===== src/rtl/ct_tuner_pkg.sv =====
package ct_tuner_pkg;

    typedef enum logic [1:0] {
        PRM_NONE  = 2'd0,
        PRM_SIZE  = 2'd1,
        PRM_LINE  = 2'd2,
        PRM_ASSOC = 2'd3
    } ct_param_e;

    typedef enum logic [1:0] {
        ST_IDLE = 2'd0,
        ST_WAIT = 2'd1,
        ST_CALC = 2'd2
    } ct_state_e;

endpackage


===== src/rtl/ct_interval_timer.sv =====
module ct_interval_timer #(
    parameter int INTERVAL_CYCLES = 500000
) (
    input  logic clk_i,
    input  logic rst_ni,
    input  logic restart_i,
    output logic expired_o
);
    localparam int CNT_W = $clog2(INTERVAL_CYCLES + 1);
    localparam logic [CNT_W-1:0] LIMIT = CNT_W'(INTERVAL_CYCLES - 1);

    logic [CNT_W-1:0] cnt_d, cnt_q;

    always_comb begin
        cnt_d = cnt_q;
        if (restart_i) begin
            cnt_d = '0;
        end else if (cnt_q != LIMIT) begin
            cnt_d = cnt_q + 1'b1;
        end
    end

    always_ff @(posedge clk_i or negedge rst_ni) begin
        if (!rst_ni) begin
            cnt_q <= '0;
        end else begin
            cnt_q <= cnt_d;
        end
    end

    assign expired_o = (cnt_q == LIMIT);


    cnt_bound_chk: assert property (@(posedge clk_i) disable iff (!rst_ni)
        cnt_q <= LIMIT);


    cnt_restart_chk: assert property (@(posedge clk_i) disable iff (!rst_ni)
        restart_i |=> (cnt_q == '0));

endmodule


===== src/rtl/ct_onehot_field.sv =====
module ct_onehot_field #(
    parameter int N_VALS = 3,
    parameter int IDX_W  = 2
) (
    input  logic [IDX_W-1:0]  idx_i,
    output logic [N_VALS-1:0] onehot_o
);
    for (genvar k = 0; k < N_VALS; k++) begin : g_bit
        assign onehot_o[k] = (idx_i == IDX_W'(k));
    end
endmodule


===== src/rtl/cache_cfg_tuner.sv =====
module cache_cfg_tuner #(
    parameter int INTERVAL_CYCLES = 500000,
    parameter int SIZE_VALS       = 5,
    parameter int ASSOC_VALS      = 3,
    parameter int LINE_VALS       = 3
) (
    input  logic                                          clk_i,
    input  logic                                          rst_ni,
    input  logic                                          start_i,
    input  logic                                          tune_again_i,
    input  logic                                          calc_done_i,
    output logic                                          calc_start_o,
    output logic                                          done_o,
    output logic [SIZE_VALS+ASSOC_VALS+LINE_VALS-1:0]     cfg_o
);
    import ct_tuner_pkg::*;

    localparam int CFG_W     = SIZE_VALS + ASSOC_VALS + LINE_VALS;
    localparam int ASSOC_LSB = SIZE_VALS;
    localparam int LINE_LSB  = SIZE_VALS + ASSOC_VALS;
    localparam int MAX_VALS  = (SIZE_VALS > ASSOC_VALS)
                             ? ((SIZE_VALS > LINE_VALS) ? SIZE_VALS : LINE_VALS)
                             : ((ASSOC_VALS > LINE_VALS) ? ASSOC_VALS : LINE_VALS);
    localparam int IDX_W     = $clog2(MAX_VALS + 1);

    typedef logic [IDX_W-1:0] idx_t;

    typedef struct packed {
        ct_state_e state;
        ct_param_e prm;
        idx_t      cur;
        idx_t      best;
        idx_t      size_idx;
        idx_t      line_idx;
        idx_t      assoc_idx;
        logic      calc_start;
        logic      done;
    } tuner_s;

    tuner_s r_d, r_q;
    logic   tmr_restart;
    logic   tmr_expired;

    function automatic tuner_s put_field(tuner_s s, ct_param_e p, idx_t v);
        tuner_s t = s;
        case (p)
            PRM_SIZE:  t.size_idx  = v;
            PRM_LINE:  t.line_idx  = v;
            PRM_ASSOC: t.assoc_idx = v;
            default:   t = s;
        endcase
        return t;
    endfunction

    function automatic idx_t last_of(ct_param_e p);
        case (p)
            PRM_SIZE:  return idx_t'(SIZE_VALS - 1);
            PRM_LINE:  return idx_t'(LINE_VALS - 1);
            PRM_ASSOC: return idx_t'(ASSOC_VALS - 1);
            default:   return '0;
        endcase
    endfunction

    always_comb begin
        idx_t keep_idx;
        r_d            = r_q;
        r_d.calc_start = 1'b0;
        r_d.done       = 1'b0;
        tmr_restart    = 1'b0;
        keep_idx       = '0;

        case (r_q.state)
            ST_IDLE: begin
                r_d.prm  = PRM_NONE;
                r_d.cur  = '0;
                r_d.best = '0;
                if (start_i) begin
                    r_d.prm      = PRM_SIZE;
                    r_d.size_idx = '0;
                    r_d.state    = ST_WAIT;
                    tmr_restart  = 1'b1;
                end
            end

            ST_WAIT: begin
                if (tmr_expired) begin
                    r_d.calc_start = 1'b1;
                    r_d.state      = ST_CALC;
                end
            end

            ST_CALC: begin
                if (calc_done_i) begin
                    if (tune_again_i && (r_q.cur != last_of(r_q.prm))) begin
                        r_d.best    = r_q.cur;
                        r_d.cur     = r_q.cur + 1'b1;
                        r_d         = put_field(r_d, r_q.prm, r_q.cur + 1'b1);
                        r_d.state   = ST_WAIT;
                        tmr_restart = 1'b1;
                    end else begin
                        keep_idx = tune_again_i ? r_q.cur : r_q.best;
                        r_d      = put_field(r_d, r_q.prm, keep_idx);
                        r_d.cur  = '0;
                        r_d.best = '0;
                        if (r_q.prm == PRM_ASSOC) begin
                            r_d.prm   = PRM_NONE;
                            r_d.done  = 1'b1;
                            r_d.state = ST_IDLE;
                        end else begin
                            r_d.prm     = (r_q.prm == PRM_SIZE) ? PRM_LINE : PRM_ASSOC;
                            r_d         = put_field(r_d, r_d.prm, '0);
                            r_d.state   = ST_WAIT;
                            tmr_restart = 1'b1;
                        end
                    end
                end
            end

            default: begin
                r_d.state = ST_IDLE;
                r_d.prm   = PRM_NONE;
            end
        endcase
    end

    always_ff @(posedge clk_i or negedge rst_ni) begin
        if (!rst_ni) begin
            r_q <= '{state: ST_IDLE, prm: PRM_NONE, cur: '0, best: '0,
                     size_idx: '0, line_idx: '0, assoc_idx: '0,
                     calc_start: 1'b0, done: 1'b0};
        end else begin
            r_q <= r_d;
        end
    end

    ct_interval_timer #(
        .INTERVAL_CYCLES (INTERVAL_CYCLES)
    ) u_timer (
        .clk_i     (clk_i),
        .rst_ni    (rst_ni),
        .restart_i (tmr_restart),
        .expired_o (tmr_expired)
    );

    ct_onehot_field #(.N_VALS(SIZE_VALS), .IDX_W(IDX_W)) u_size_enc (
        .idx_i    (r_q.size_idx),
        .onehot_o (cfg_o[SIZE_VALS-1:0])
    );

    ct_onehot_field #(.N_VALS(ASSOC_VALS), .IDX_W(IDX_W)) u_assoc_enc (
        .idx_i    (r_q.assoc_idx),
        .onehot_o (cfg_o[LINE_LSB-1:ASSOC_LSB])
    );

    ct_onehot_field #(.N_VALS(LINE_VALS), .IDX_W(IDX_W)) u_line_enc (
        .idx_i    (r_q.line_idx),
        .onehot_o (cfg_o[CFG_W-1:LINE_LSB])
    );

    assign calc_start_o = r_q.calc_start;
    assign done_o       = r_q.done;


    field_onehot_chk: assert property (@(posedge clk_i) disable iff (!rst_ni)
        ($countones(cfg_o[SIZE_VALS-1:0]) == 1) &&
        ($countones(cfg_o[LINE_LSB-1:ASSOC_LSB]) == 1) &&
        ($countones(cfg_o[CFG_W-1:LINE_LSB]) == 1));


    calc_pulse_chk: assert property (@(posedge clk_i) disable iff (!rst_ni)
        calc_start_o |=> !calc_start_o);


    calc_after_interval_chk: assert property (@(posedge clk_i) disable iff (!rst_ni)
        $rose(calc_start_o) |-> $past(tmr_expired));


    done_pulse_chk: assert property (@(posedge clk_i) disable iff (!rst_ni)
        done_o |=> !done_o);


    done_cause_chk: assert property (@(posedge clk_i) disable iff (!rst_ni)
        $rose(done_o) |-> $past(calc_done_i));


    wait_ignores_inputs_chk: assert property (@(posedge clk_i) disable iff (!rst_ni)
        (r_q.state == ST_WAIT && !tmr_expired) |=> $stable(cfg_o));


    calc_hold_chk: assert property (@(posedge clk_i) disable iff (!rst_ni)
        (r_q.state == ST_CALC && !calc_done_i) |=> $stable(cfg_o));

endmodule


===== config.mk =====
export PLATFORM = sky130hd
export DESIGN_NAME = cache_cfg_tuner
export DESIGN_NICKNAME = d
export VERILOG_FILES = /design/src/rtl/ct_tuner_pkg.sv /design/src/rtl/ct_interval_timer.sv /design/src/rtl/ct_onehot_field.sv /design/src/rtl/cache_cfg_tuner.sv
export SDC_FILE = /design/constraint.sdc
export NUM_CORES = 1
export LEC_CHECK = 0
export ABC_CLOCK_PERIOD_IN_PS = 5500
export BUFFER_PORTS_ARGS = -buffer_cell sky130_fd_sc_hd__clkbuf_2
export CAP_MARGIN = 20
export CELL_PAD_IN_SITES_DETAIL_PLACEMENT = 0
export CELL_PAD_IN_SITES_GLOBAL_PLACEMENT = 1
export CORE_UTILIZATION = 50
export CTS_CLUSTER_SIZE = 40
export DETAILED_ROUTE_END_ITERATION = 16
export PLACE_DENSITY_LB_ADDON = 0.1
export SKIP_CTS_REPAIR_TIMING = 1
export SLEW_MARGIN = 20
export SYNTH_ARGS = -nofsm -noshare
export SYNTH_HDL_FRONTEND = slang
export SYNTH_HIERARCHICAL = 1
export SYNTH_SLANG_ARGS = --single-unit

===== constraint.sdc =====
create_clock -name clk_i -period 5.5 [get_ports clk_i]
set_input_delay 0.55 -clock clk_i [delete_from_list [all_inputs] [get_ports clk_i]]
set_output_delay 0.55 -clock clk_i [all_outputs]
set_load 0.02 [all_outputs]

# --- Word-level counts from Yosys, hierarchy flattened ---
# Index checks and enable logic that the tools add are counted.
word_totals:
  reg_bits: 40
  input_bits: 5
  out_inout_bits: 13
classes:
  add_sub_neg: 2
  n_eq_ne: 26
  muxes: 35
  bitwise_logic: 1
  n_reduce_logical: 14
ops:
  columns: ["operator", "n"]
  rows:
  - ["21-bit two-way mux", 2]
  - ["3-bit two-way mux", 14]
  - ["19-bit two-way mux", 2]
  - ["19-bit by 1-bit adder with 19-bit output (second input constant)", 1]
  - ["19-bit equality test (second input constant)", 1]
  - ["19-bit inequality test (second input constant)", 1]
  - ["9-bit case mux with 2 select lines", 1]
  - ["3-bit by 2-bit equality test with 1-bit output (second input constant)", 4]
  - ["2-bit case mux with 3 select lines", 2]
  - ["3-bit AND reduction", 4]
  - ["2-bit equality test (second input constant)", 5]
  - ["10-bit two-way mux", 1]
  - ["3-bit by 1-bit equality test with 1-bit output (second input constant)", 3]
  - ["3-bit logical NOT", 3]
  - ["1-bit two-way mux", 8]
  - ["2-bit inequality test (second input constant)", 4]
  - ["2-bit by 1-bit equality test with 1-bit output (second input constant)", 3]
  - ["3-bit case mux with 2 select lines", 1]
  - ["4-bit two-way mux", 1]
  - ["2-bit by 1-bit inequality test with 1-bit output (second input constant)", 2]
  - ["1-bit case mux with 2 select lines", 2]
  - ["4-bit AND reduction", 1]
  - ["2-bit nonzero test", 2]
  - ["3-bit by 1-bit adder with 3-bit output (second input constant)", 1]
  - ["other kinds (9)", 9]

# --- Depth between registers and ports, before layout ---
# Gate-level depths: netlist (run 1).
logic_depth:
  word_depth: 11
  mapped_depth: 9

# --- Cells and area by module ---
# Netlist (run 1), hierarchy kept.
by_module_without_submodules:
  columns: ["mod", "instances", "cells_each", "area_per_inst_um2", "seq_area_each_um2"]
  rows:
  - ["cache_cfg_tuner", 1, 142, 1265.0, 525.5]
  - ["ct_interval_timer", 1, 107, 1043.5, 475.5]
  - ["ct_onehot_field at u_assoc_enc ...", 2, 3, 20.0, 0.0]
  - ["ct_onehot_field at u_size_enc", 1, 5, 37.5, 0.0]

# --- Worst setup path after synthesis (run 1) ---
# No wires, ideal clock.
synth_timing:
  path_kind: "input port to flip-flop"
  start: "input port tune_again_i"
  end: "register u_timer.cnt_q[10]"
  setup_time_ns: 0.132
  t_arrival_ns: 1.909
  required_ns: 5.368
  setup_slack_ns: 3.459
  path_stages: 9
  cell_sequence: "buf_2 -> inv_2 -> nor2_1 -> nor2_1 -> o21a_1 -> nor2_1 -> clkbuf_1 -> clkbuf_1 -> nor2_1"
synth_between:
  elab_chain_cells: 5
  elab_cells_between_ends: 6
synth_rtl:
  columns: ["item", "line", "text"]
  rows:
  - ["from (decl)", "cache_cfg_tuner.sv:10", "input logic tune_again_i,"]
  - ["1-bit logical AND *", "cache_cfg_tuner.sv:94", "if (tune_again_i && (r_q.cur != last_of(r_q.prm))) begin"]
  - ["1-bit two-way mux *", "cache_cfg_tuner.sv:94", null]
  - ["1-bit two-way mux *", "cache_cfg_tuner.sv:93", "if (calc_done_i) begin"]
  - ["1-bit case mux with 2 select lines *", "cache_cfg_tuner.sv:72", "case (r_q.state)"]
  - ["net tmr_restart", "cache_cfg_tuner.sv:41", "logic tmr_restart;"]
  - ["19-bit two-way mux or 2-bit nonzero test (tied branches)", null, null]
  - ["to (signal assigned)", "ct_interval_timer.sv:27", "cnt_q <= cnt_d;"]
  - ["to (decl)", "ct_interval_timer.sv:12", "logic [CNT_W-1:0] cnt_d, cnt_q;"]
# The timed path passes the listed nets; every way through them passes the cells marked *.
# A chain may end at the register's enable or synchronous reset.

# --- Worst setup path in the final report (run 1) ---
layout_timing:
  start: "register r_q[16] (netlist name)"
  end: "register u_timer.cnt_q[0]"
layout_between:
  elab_chain_cells: 6
  elab_cells_between_ends: 7
layout_rtl:
  columns: ["item", "line", "text"]
  rows:
  - ["from (decl)", "cache_cfg_tuner.sv:40", "tuner_s r_d, r_q;"]
  - ["from (signal assigned)", "cache_cfg_tuner.sv:128", "r_q <= '{state: ST_IDLE, prm: PRM_NONE, cur: '0, best: '0,"]
  - ["from (signal assigned)", "cache_cfg_tuner.sv:132", "r_q <= r_d;"]
  - ["3-bit inequality test *", "cache_cfg_tuner.sv:94", null]
  - ["1-bit logical AND *", "cache_cfg_tuner.sv:94", null]
  - ["1-bit two-way mux *", "cache_cfg_tuner.sv:94", null]
  - ["1-bit two-way mux *", "cache_cfg_tuner.sv:93", null]
  - ["1-bit case mux with 2 select lines *", "cache_cfg_tuner.sv:72", null]
  - ["net tmr_restart", "cache_cfg_tuner.sv:41", null]
  - ["19-bit two-way mux or 2-bit nonzero test (tied branches)", null, null]
# Marked as above.

==> results.txt, run 1 <==
- Multiplexer share of the synthesized area: 0.0126
* Count of antenna diodes in the layout: 0
* Routed vias: 1987
- Leakage dissipation: between 1 and 1.5 nW
- The critical path goes through nor3b_1, nor2_1, nor2_1, o21a_1, nor2_1, buf_4, or2_2, o21ai_0.
- The floorplan step set the die width to around 71 um.
- Commonest cells after routing, fill and taps aside: 40 x dfrtp_1, 25 x nand2_1, 22 x nor2_1, 17 x o21ai_0, 16 x clkbuf_2
* Ratio of total power to cell area: 326 nW/um^2
* Endpoint kind of the worst setup timing path: flop
- After routing, the total negative slack on setup checks comes to 0 ps.
* Final count of pins violating max slew: 0
* Post-synthesis cell area: 2390 sq um
* CP delay by family, top: simple AND/OR/NAND/NOR gates
- The layout has around 410 filler cells.
* Data arrival time at the worst-slack endpoint: 2430 ps
* Final HPWL DP: 3660 um
- At the pin with the least slew margin, the transition time is 907 ps.
- Number of top-level pins: 18
- Of all flip-flops after synthesis, the portion carrying an async set or reset was 1.00.
- Worst setup timing slack at the placement stage: 3320 ps
* Final design instance area without fill: 2580 sq um
- Fraction of the mapped netlist area in adder cells: 0.0105
- Synthesized area per cell: a little over 9 sq um
- After detailed routing, the number of vias per cell comes to 6.13.
- Number of buffers and inverters on the critical path: 1
- Of the cells placed in the final design, the portion with a size suffix greater than 1 is 0.162.
- Type of the worst setup path: reg -> reg
* Die Height: approximately 71 um
- Placeable Area: 4470 sq um
* Nets@finish: 278
- TritonCTS sink count: 40
- Setup violations remaining at the end of the flow were counted as 0.
- Across the run, the number of max-cap violations was 0.
- Of the post-synthesis cell area, the dominant cell type holds 0.420.
- Number of remaining DRC errors: 1
- H-Tree Depth: 2
- The worst path needs 2220 ps of the cycle, external delays included.
- Violation count after the first detailed-route iteration: 132
* Final Hold Vio Count: 0
- The detail route stage leaves a number of antenna-violating nets equal to 0.
- Sequential cell area fraction in the yosys report: 0.420
- Largest net degree at the start of global routing: 41
* Routed metal-1 wire length: about 2800 um
- Synth area leaders: dfrtp_1 42%, nand2_1 3.9%, o21ai_0 3.6%, nor2_1 3.5%, nor3b_1 2.8%
* Share of the synthesized area in compound gates (AO/OA/AOI/OAI): 0.182
* Count of flip-flops with a built-in enable after synthesis: 0
- Yosys printed 6 warnings.
- Number of antenna violations at the first check in global routing: 0
* Worst Slack Setup Final: 3280 ps
- The clock passes through at most 2 buffers.
- The largest total area in the synthesized netlist belongs to dfrtp_1.
- The most used flip-flop cell after synthesis is dfrtp_1.
- Summed over all nets, wire length on met3 after detailed routing comes to 202 um.
* Detailed-router iteration count before antenna repair: 10
* Top Metal Used: met4
* Cts bufs inserted: 5
- Counting every instance in the synthesized netlist gives 260.
- Clock root buffer master: clkbuf_8
- At the later pin of the worst-skew pair, clock insertion delay measures 300 ps.
* Path class of the lowest-slack min-delay path: in -> async
* Run status: finished, violations left
* Largest fanout on the critical path: 23
- TritonCTS clock tree: yes
* RSZ-0062 raised after global routing: false
* Distinct cells, synth: 65
- Buffers added on ports: 17
- The checks that failed: design-rule violations.
- The area growth from synthesis to layout is 8.23%.
- Type of origin of the critical path: flop
- Highest clock frequency the design can meet: about 450 MHz
- Commonest non-fill, non-tap cell in the layout: dfrtp_1
* Tot GR Track Use: 0.232
- For this run, the slowest stage of the critical path takes 530 ps.
* Highest-delay cell along the critical path: dfrtp_1
- In this design, the critical path's most frequently occurring cell is nor2_1.
- Detailed routing placed a total of around 2200 um of wire on met2.
* Synthesized netlist net count: 267
* Final clock period utilization by the worst path: 0.403
- #FFs+latches synth: 40
- For this configuration, the core starts out at a cell density of 0.533.
* Hold_ws: 379 ps
- Of the total synthesized cell area, the portion taken by AND, OR, NAND and NOR gates is 0.290.
- Synthesized-area fraction occupied by xor and xnor cells: 0.0404
* Combinational family with the most area after synthesis: simple AND/OR/NAND/NOR gates
- Dpl cell area: 2470 sq um
- Routed wire length per instance: approximately 16 um
- The first global-routing pass estimated 9190 um of wire.
- The die covers 5050 sq um.
- Headroom to the max-slew limit came out at 0.395.
- Routability-driven placement finished with a final weighted congestion of 0.856.
- At the worst endpoint, the required time is 5710 ps.
* Final worst clock skew: 7.47 ps
- After clock tree synthesis, the clock-pin slew on the worst setup and hold paths is approximately 90 ps.
* Total Wirelength: approximately 5200 um
- Across the VDD grid, the largest voltage drop is 0.224 mV.
* Vias in the first global route: 1864
- After global routing the overflow that remains totals 0.
- Rows: 24
- Overall power of the completed layout: approximately 0.00084 W
==> worst paths after layout <==
check,from,end,slack (ps),cells past startpoint
max in group asynchronous,rst_ni,u_timer/cnt_q[13],4550,1
setup / recovery,r_q[16],u_timer/cnt_q[0],3280,8
hold reg to reg,r_q[11],r_q[11],530,2
min in group clk_i,r_q[11],r_q[11],530,2
hold / removal,rst_ni,r_q[7],380,1
setup reg to reg,r_q[16],u_timer/cnt_q[0],3280,8
==> routing by layer <==
metal,global-route usage,vias to the layer above
met3,0.0413,6
met1,0.358,948
met2,0.326,50
met5,0,-
li1,-,983
met4,0.0800,0
==> state kept, by name (all words and copies together), names as in the netlist <==
name	cells
calc_start_o	1
done_o	1
r_q	19
u_timer/cnt_q	19
==> cells in the mapped netlist, types with 3 or more instances <==
cell      count
a21oi_1      11
a31oi_1       5
buf_2         4
clkbuf_1      7
dfrtp_1      40
inv_1         8
mux2i_1       3
nand2_1      25
nand2b_1      5
nand3_1       7
nand4_1       4
nor2_1       22
nor2b_1       3
nor3_1        9
nor3b_1       9
nor4_1        7
o21ai_0      17
o31ai_1       4
or3_1         3
or4_1         3
xnor2_1       7
xor2_1        4
==> layout make-up <==
cell class                      count  area (sq um)  share of cell area
Multi-Input combinational cell    197          1280               0.495
Sequential cell                    40          1000               0.388
Timing Repair Buffer               18          92.6              0.0359
Clock buffer                        5          68.8              0.0266
Tap cell                           52          65.1              0.0252
Clock inverter                      3          42.5              0.0165
Inverter                            9          33.8              0.0131
==> per-stage QoR <==
step	utilization	cells
detailed placement	0.552	316
finish	0.577	324
global placement	0.552	316
floorplan	-	260
global route	0.577	324
CTS	0.577	324
==> report_power, final <==
part           switching (W)  internal (W)  total (W)
clock network       0.000109      0.000134   0.000243
registers          0.0000806      0.000344   0.000424
logic              0.0000951     0.0000795   0.000175
total               0.000284      0.000557   0.000842
==> cells by family after synthesis <==
kind of cell | count (synthesis)
simple gates | 118
compound gates | 63
flops | 40
buf+inv | 23
xor+xnor | 11
mux | 3
fa+ha+maj | 2
Power figures use the tool's default switching activity.
==> run 2, diff against run 1 <==
ABC_CLOCK_PERIOD_IN_PS = 1900   (was 5500)
CORE_UTILIZATION = 42   (was 50)
clock period = 1.9 ns   (was 5.5 ns; I/O delays follow)
==> run 2 against run 1 <==
The flow finishes with violations (negative hold slack); cell area grew 14%; total power grew to 3.0 times the previous value; clock-buffer cell count grew 3; critical path depth shrank 3; fmax grew 20%; critical endpoint is now u_timer/cnt_q[5]; highest routed layer unchanged; critical path type unchanged.
==> results.txt, run 2 (synthesis results as in run 1) <==
- Run status: finished, violations left (unchanged).
- Failing checks: negative hold slack (was design-rule violations).
- The total clock sinks came to 40 (unchanged).
* Nets@finish: 317 (was 278)
- The weighted congestion at the end of routability-driven global placement is 0.852 (was 0.856).
- The chip width came to 77.4 um (was 71.1 um).
- The initial core utilization came to 0.433 (was 0.533).
- The count of antenna-violating nets left after detailed routing is 0 (unchanged).
- Endpoint kind of the worst setup timing path: flop (unchanged)
- Area of the die: 5990 sq um (was 5050 sq um)
* Die Height: 77.4 um (was 71.1 um)
- Final clock period utilization by the worst path: 0.975 (was 0.403)
* Max-cap violation count: 0 (unchanged)
- Largest fanout on the critical path: 4 (was 23)
* Dpl cell area: 2790 sq um (was 2470 sq um)
* Rows: 27 (was 24)
- The worst hold-check slack is -44.9 ps (was 379 ps).
* Ratio of total power to cell area: 866 nW/um^2 (was 326 nW/um^2)
- The insertion delay to the later sink of the worst-skew pair was 290 ps (was 300 ps).
- Leakage dissipation: 1.24 nW (was 1.04 nW)
- The fraction of final layout cells with drive strength greater than 1 was 0.293 (was 0.162).
* Commonest cells after routing, fill and taps aside: 38 x buf_4, 37 x dfrtp_1, 24 x nand2_1, 22 x nor2_1, 17 x clkbuf_2 (was 40 x dfrtp_1, 25 x nand2_1, 22 x nor2_1, 17 x o21ai_0, 16 x clkbuf_2)
* Number of antenna violations at the first check in global routing: 0 (unchanged)
* Highest clock frequency the design can meet: 540 MHz (was 451 MHz)
- RSZ-0062 raised after global routing: true (was false)
- The relative slew slack came to 0.645 (was 0.395).
- Maximum clock insertion buffer count: 2 (unchanged)
- The via count of the first global-routing pass is 1986 (was 1864).
- The final global-route overflow total came to 0 (unchanged).
- The number of vias in the routed layout was 2075 (was 1987).
* Count of endpoints failing setup in the final report: 0 (unchanged)
- Area added between synthesis and finish: 23.6% (was 8.23%)
- The clock tree from TritonCTS was yes (unchanged).
- The area of the placeable core was 5510 sq um (was 4470 sq um).
- Largest net degree at the start of global routing: 41 (unchanged)
* Final worst clock skew: 5.42 ps (was 7.47 ps)
- The quantity of I/O buffers inserted on ports is 17 (unchanged).
- The total inserted antenna cells was 0 (unchanged).
- The most frequent standard cell in the layout excluding fill and tap cells was buf_4 (was dfrtp_1).
* Clock edge transition at the registers on the reported setup and hold paths: 80 ps (was 90 ps)
- Type of origin of the critical path: flop (unchanged)
* Violation count after the first detailed-route iteration: 142 (was 132)
* Measured slew at the worst slew-check pin: 533 ps (was 907 ps)
- Final HPWL DP: 4120 um (was 3660 um)
- The register area is 1000 sq um (about the same).
- Number of top-level pins: 18 (unchanged)
- Overall power of the completed layout: 0.00256 W (was 0.000842 W)
- Clock root buffer master: clkbuf_8 (unchanged)
- The post-detailed-route via-to-cell ratio came to 5.42 (was 6.13).
- The number of CTS-inserted buffers is 5 (unchanged).
- Area of the multi-input gates: 1340 sq um (was 1280 sq um)
- Top Registers: r_q: 19 flops, u_timer/cnt_q: 19 flops (unchanged).
- Path class of the lowest-slack min-delay path: in -> async (unchanged)
- The final design utilization came to 0.536 (was 0.577).
- Final critical path time including I/O delays and setup: 1850 ps (was 2220 ps)
- The number of slew-limit violations in the final report was 0 (unchanged).
- Worst reg-to-reg path cell count: 5 (was 8)
- Wire length of the first global-routing pass: 10100 um (was 9190 um)
- Data required time of the worst path: 2070 ps (was 5710 ps)
- The peak supply drop came to 0.471 mV (was 0.224 mV).
* Number of fill cells in the layout: 527 (was 409)
- Data arrival time at the worst-slack endpoint: 2030 ps (was 2430 ps)
- Number of remaining DRC errors: 0 (was 1)
- The overall routing resource usage was 0.215 (was 0.232).
- The final non-filler cell area came to 2950 sq um (was 2580 sq um).
- Routed wire length per instance: 15.0 um (was 16.1 um)
- Type of the worst setup path: reg -> reg (unchanged)
- Final Hold Vio Count: 40 (was 0)
- The H-tree depth was 2 (unchanged).
- The total iterations of the first detailed-routing run came to 4 (was 10).
- Total Wirelength: 5740 um (was 5210 um)
-- run 2: changes by cell type in the layout (fill, tap and decap cells not counted), sizes merged --
cell      before  now
buf            2   40
bufinv         1    0
clkbuf        21   25
clkinv         1    0
clkinvlp       1    0
-- run 2: metal layers --
metal / vias up / wire [um] / track usage
li1: 1059 / - / -
met1: 983 / 3100 / 0.327
met2: 28 / 2450 / 0.308
met3: 5 / 141 / 0.0435
met4: 0 / 53 / 0.0509
met5: - / 0 / 0
-- run 2: area by class of cell --
| cell class | count | share of cell area |
|---|---|---|
| Multi-Input combinational cell | 197 | 0.454 |
| Clock buffer | 8 | 0.0305 |
| Tap cell | 72 | 0.0305 |
| Timing Repair Buffer | 57 | 0.133 |
| Inverter | 9 | 0.0115 |
| Sequential cell | 40 | 0.341 |
-- run 2: metrics by stage --
| step | instances | setup TNS (ps) | setup WS [ps] |
|---|---|---|---|
| 6_report | 383 | 0 | 47.3 |
| 3_5_place_dp | 374 | 0 | 19.3 |
| 5_1_grt | 383 | -154 | -45.6 |
| 3_3_place_gp | 374 | 0 | 64.5 |
| 2_1_floorplan | 260 | 0 | 14.0 |
| 4_1_cts | 382 | -2.13 | -2.13 |
-- run 2: worst max-delay path, stage by stage (launching register included) --
cell,delay [ps]
dfrtp_1,380
or4b_4,550
nor4_4,320
buf_4,190
nor4_4,40
a311o_1,260
-- run 2: worst paths after layout --
check                                        from          endpoint  slack, ps
worst min register to register            r_q[11]           r_q[11]        520
worst max-delay path            u_timer/cnt_q[14]  u_timer/cnt_q[5]         50
min in group clk_i                    calc_done_i           r_q[20]        210
worst max register to register  u_timer/cnt_q[14]  u_timer/cnt_q[5]         50
max in group asynchronous                  rst_ni           r_q[17]       1550
worst min-delay path                       rst_ni            r_q[8]        -40
-- run 2: power breakdown --
| group | total (W) | switching, W | leakage [nW] | internal (W) |
|---|---|---|---|---|
| Clock | 0.000586 | 0.000290 | 0.0455 | 0.000296 |
| Combinational | 0.000831 | 0.000430 | 0.686 | 0.000400 |
| Sequential | 0.00114 | 0.000141 | 0.510 | 0.000997 |
| Total | 0.00256 | 0.000862 | 1.24 | 0.00169 |
==> run 3, diff against run 2 <==
RECOVER_POWER = 100   (was default)
==> run 3 against run 2 <==
The flow now finishes without violations; wire length is essentially flat; sequential power about the same; flip-flop and latch count stayed put; first-iteration DRC count fell by 14%.
==> results.txt, run 3 (synthesis results as in run 1) <==
* Horizontal die dimension: 77.4 um (unchanged)
- The highest metal layer with signal wires was met4 (unchanged).
- Largest voltage drop on the vdd net: 0.462 mV (was 0.471 mV)
- The critical register-to-register path startpoint is u_timer/cnt_q[14] (unchanged).
- The clock input transition at the sequential cells of the worst setup and hold paths is 80 ps (about the same).
- The routed wire length came to 5740 um (about the same).
* Max-cap violation count: 0 (unchanged)
- The required time reported for the critical path endpoint is 2070 ps (about the same).
- ANT nets after route: 0 (unchanged)
* Final count of pins violating max slew: 0 (unchanged)
- The largest fanout of any net on the critical path was 4 (unchanged).
* Routed wire length per instance: 15.0 um (about the same)
- The initial core utilization was 0.433 (unchanged).
* Destination of the worst register-to-register timing path: u_timer/cnt_q[5] (unchanged)
- The met3 wire length is 153 um (was 141 um).
- The total inserted antenna cells is 0 (unchanged).
- The quantity of I/O buffers inserted on ports came to 17 (unchanged).
- Worst relative slew slack: 0.310 (was 0.645)
- Vias in the first global route: 1986 (unchanged)
- The final global-route overflow total came to 0 (unchanged).
* Routability congestion estimate from global placement: 0.852 (unchanged)
* Type of the worst setup path: reg -> reg (unchanged)
- The accumulated negative setup slack came to 0 ps (unchanged).
- Maximum clock insertion buffer count: 2 (unchanged)
* Tot GR Track Use: 0.215 (unchanged)
- The highest clock frequency the design can meet was 540 MHz (about the same).
* Register-to-Register Setup Slack: 50 ps (about the same)
- Vias/cell: 5.43 (was 5.42)
* Area of the die: 5990 sq um (unchanged)
* Data arrival time at the worst-slack endpoint: 2030 ps (about the same)
- The clock root buffer master is clkbuf_8 (unchanged).
* Nets@finish: 317 (unchanged)
* Area added between synthesis and finish: 22.0% (was 23.6%)
* Number of antenna violations at the first check in global routing: 0 (unchanged)
- Die Height: 77.4 um (unchanged)
- Worst reg-to-reg path cell count: 5 (unchanged)
* Leakage dissipation: 1.19 nW (was 1.24 nW)
* Measured slew at the worst slew-check pin: 1040 ps (was 533 ps)
- Top Registers: r_q: 19 flops, u_timer/cnt_q: 19 flops (unchanged)
- Met2 wire length: 2440 um (was 2450 um)
- Type of origin of the critical path: flop (unchanged)
- The initial DRC count is 122 (was 142).
* TritonCTS clock tree: yes (unchanged)
- The number of CTS-inserted buffers was 5 (unchanged).
- The total of endpoints with negative setup slack in the final report was 0 (unchanged).
* RSZ-0062 raised after global routing: true (unchanged)
* H-Tree Depth: 2 (unchanged)
* Ratio of total power to cell area: 871 nW/um^2 (was 866 nW/um^2)
* Number of remaining DRC errors: 0 (unchanged)
- The I/O pin total was 18 (unchanged).
- Commonest cells after routing, fill and taps aside: 37 x dfrtp_1, 33 x buf_4, 25 x nand2_1, 22 x nor2_1, 17 x clkbuf_1 (was 38 x buf_4, 37 x dfrtp_1, 24 x nand2_1, 22 x nor2_1, 17 x clkbuf_2).
- The HPWL after detailed placement is 4120 um (unchanged).
- Final Hold Vio Count: 0 (was 40)
- The period utilization is 0.974 (was 0.975).
- Final critical path time including I/O delays and setup: 1850 ps (about the same)
- Routed metal-1 wire length: 3090 um (was 3100 um)
* Worst setup path start: u_timer/cnt_q[14] (unchanged)
* Rows: 27 (unchanged)
- Overall power of the completed layout: 0.00253 W (was 0.00256 W)
* Latest clock arrival within the worst-skew pair: 290 ps (about the same)
* Layout cells sized above 1: 0.238 (was 0.293)
* Path class of the lowest-slack min-delay path: in -> async (unchanged)
- The maximum number of pins on one net before global-route repair is 41 (unchanged).
- Detailed-router iteration count before antenna repair: 4 (unchanged)
- The endpoint type of the worst setup path was a flop (unchanged).
- Placeable Area: 5510 sq um (unchanged)
* Routed vias: 2079 (was 2075)
- Commonest non-fill, non-tap cell in the layout: dfrtp_1 (was buf_4)
- TritonCTS sink count: 40 (unchanged)
- Util after Layout: 0.529 (was 0.536)
* Run status: finished clean (was finished, violations left)
* Wire length of the first global-routing pass: 10100 um (unchanged)
* Final worst clock skew: 5.76 ps (was 5.42 ps)
-- run 3: cell types whose count changed in the layout (fill, tap and decap cells not counted), sizes merged --
cell,change
buf,-5
clkbuf,+5
-- run 3: through the flow --
| stage | area [sq um] | instances | hold slack, ps | setup slack [ps] |
|---|---|---|---|---|
| after floorplan | 2390 | 260 | -106 | 14.0 |
| after global placement | 2790 | 374 | 293 | 64.5 |
| after detailed placement | 2790 | 374 | 293 | 19.3 |
| after CTS | 2880 | 382 | -21.6 | -2.13 |
| after global routing | 2910 | 383 | 216 | -45.6 |
| final | 2910 | 383 | 152 | 48.6 |
-- run 3: how the worst max path moves through the flow --
stage	cells past startpoint	endpoint	slack [ps]
2_1_floorplan	9	u_timer/cnt_q[17]	10
3_3_place_gp	5	u_timer/cnt_q[5]	60
3_5_place_dp	7	r_q[19]	20
4_1_cts	7	r_q[19]	-2
5_1_grt	7	r_q[19]	-50
6_report	5	u_timer/cnt_q[5]	50
-- run 3: cell type report --
| type | count | area [sq um] |
|---|---|---|
| clock buffers | 8 | 90.1 |
| multi-input cells | 197 | 1330 |
| repair buffers | 57 | 362 |
| fillers | 542 | 2590 |
| inverters | 9 | 33.8 |
| flip-flops and latches | 40 | 1000 |
| well taps | 72 | 90.1 |
-- run 3: worst max-delay path, stage by stage, from the launching register on --
cell and delay (ps):
dfrtp_1 380, or4b_4 550, nor4_4 320, buf_4 190, nor4_4 40, a311o_1 260
-- run 3: where the power goes --
| part | switching, W | internal (W) | leakage (nW) |
|---|---|---|---|
| clock network | 0.000291 | 0.000296 | 0.0455 |
| registers | 0.000141 | 0.000997 | 0.510 |
| logic | 0.000429 | 0.000381 | 0.633 |
-- run 3: metal layers --
layer,up-vias,GRT usage
met2,26,0.308
met1,987,0.327
met5,-,0
met3,5,0.0435
met4,0,0.0509
li1,1061,-
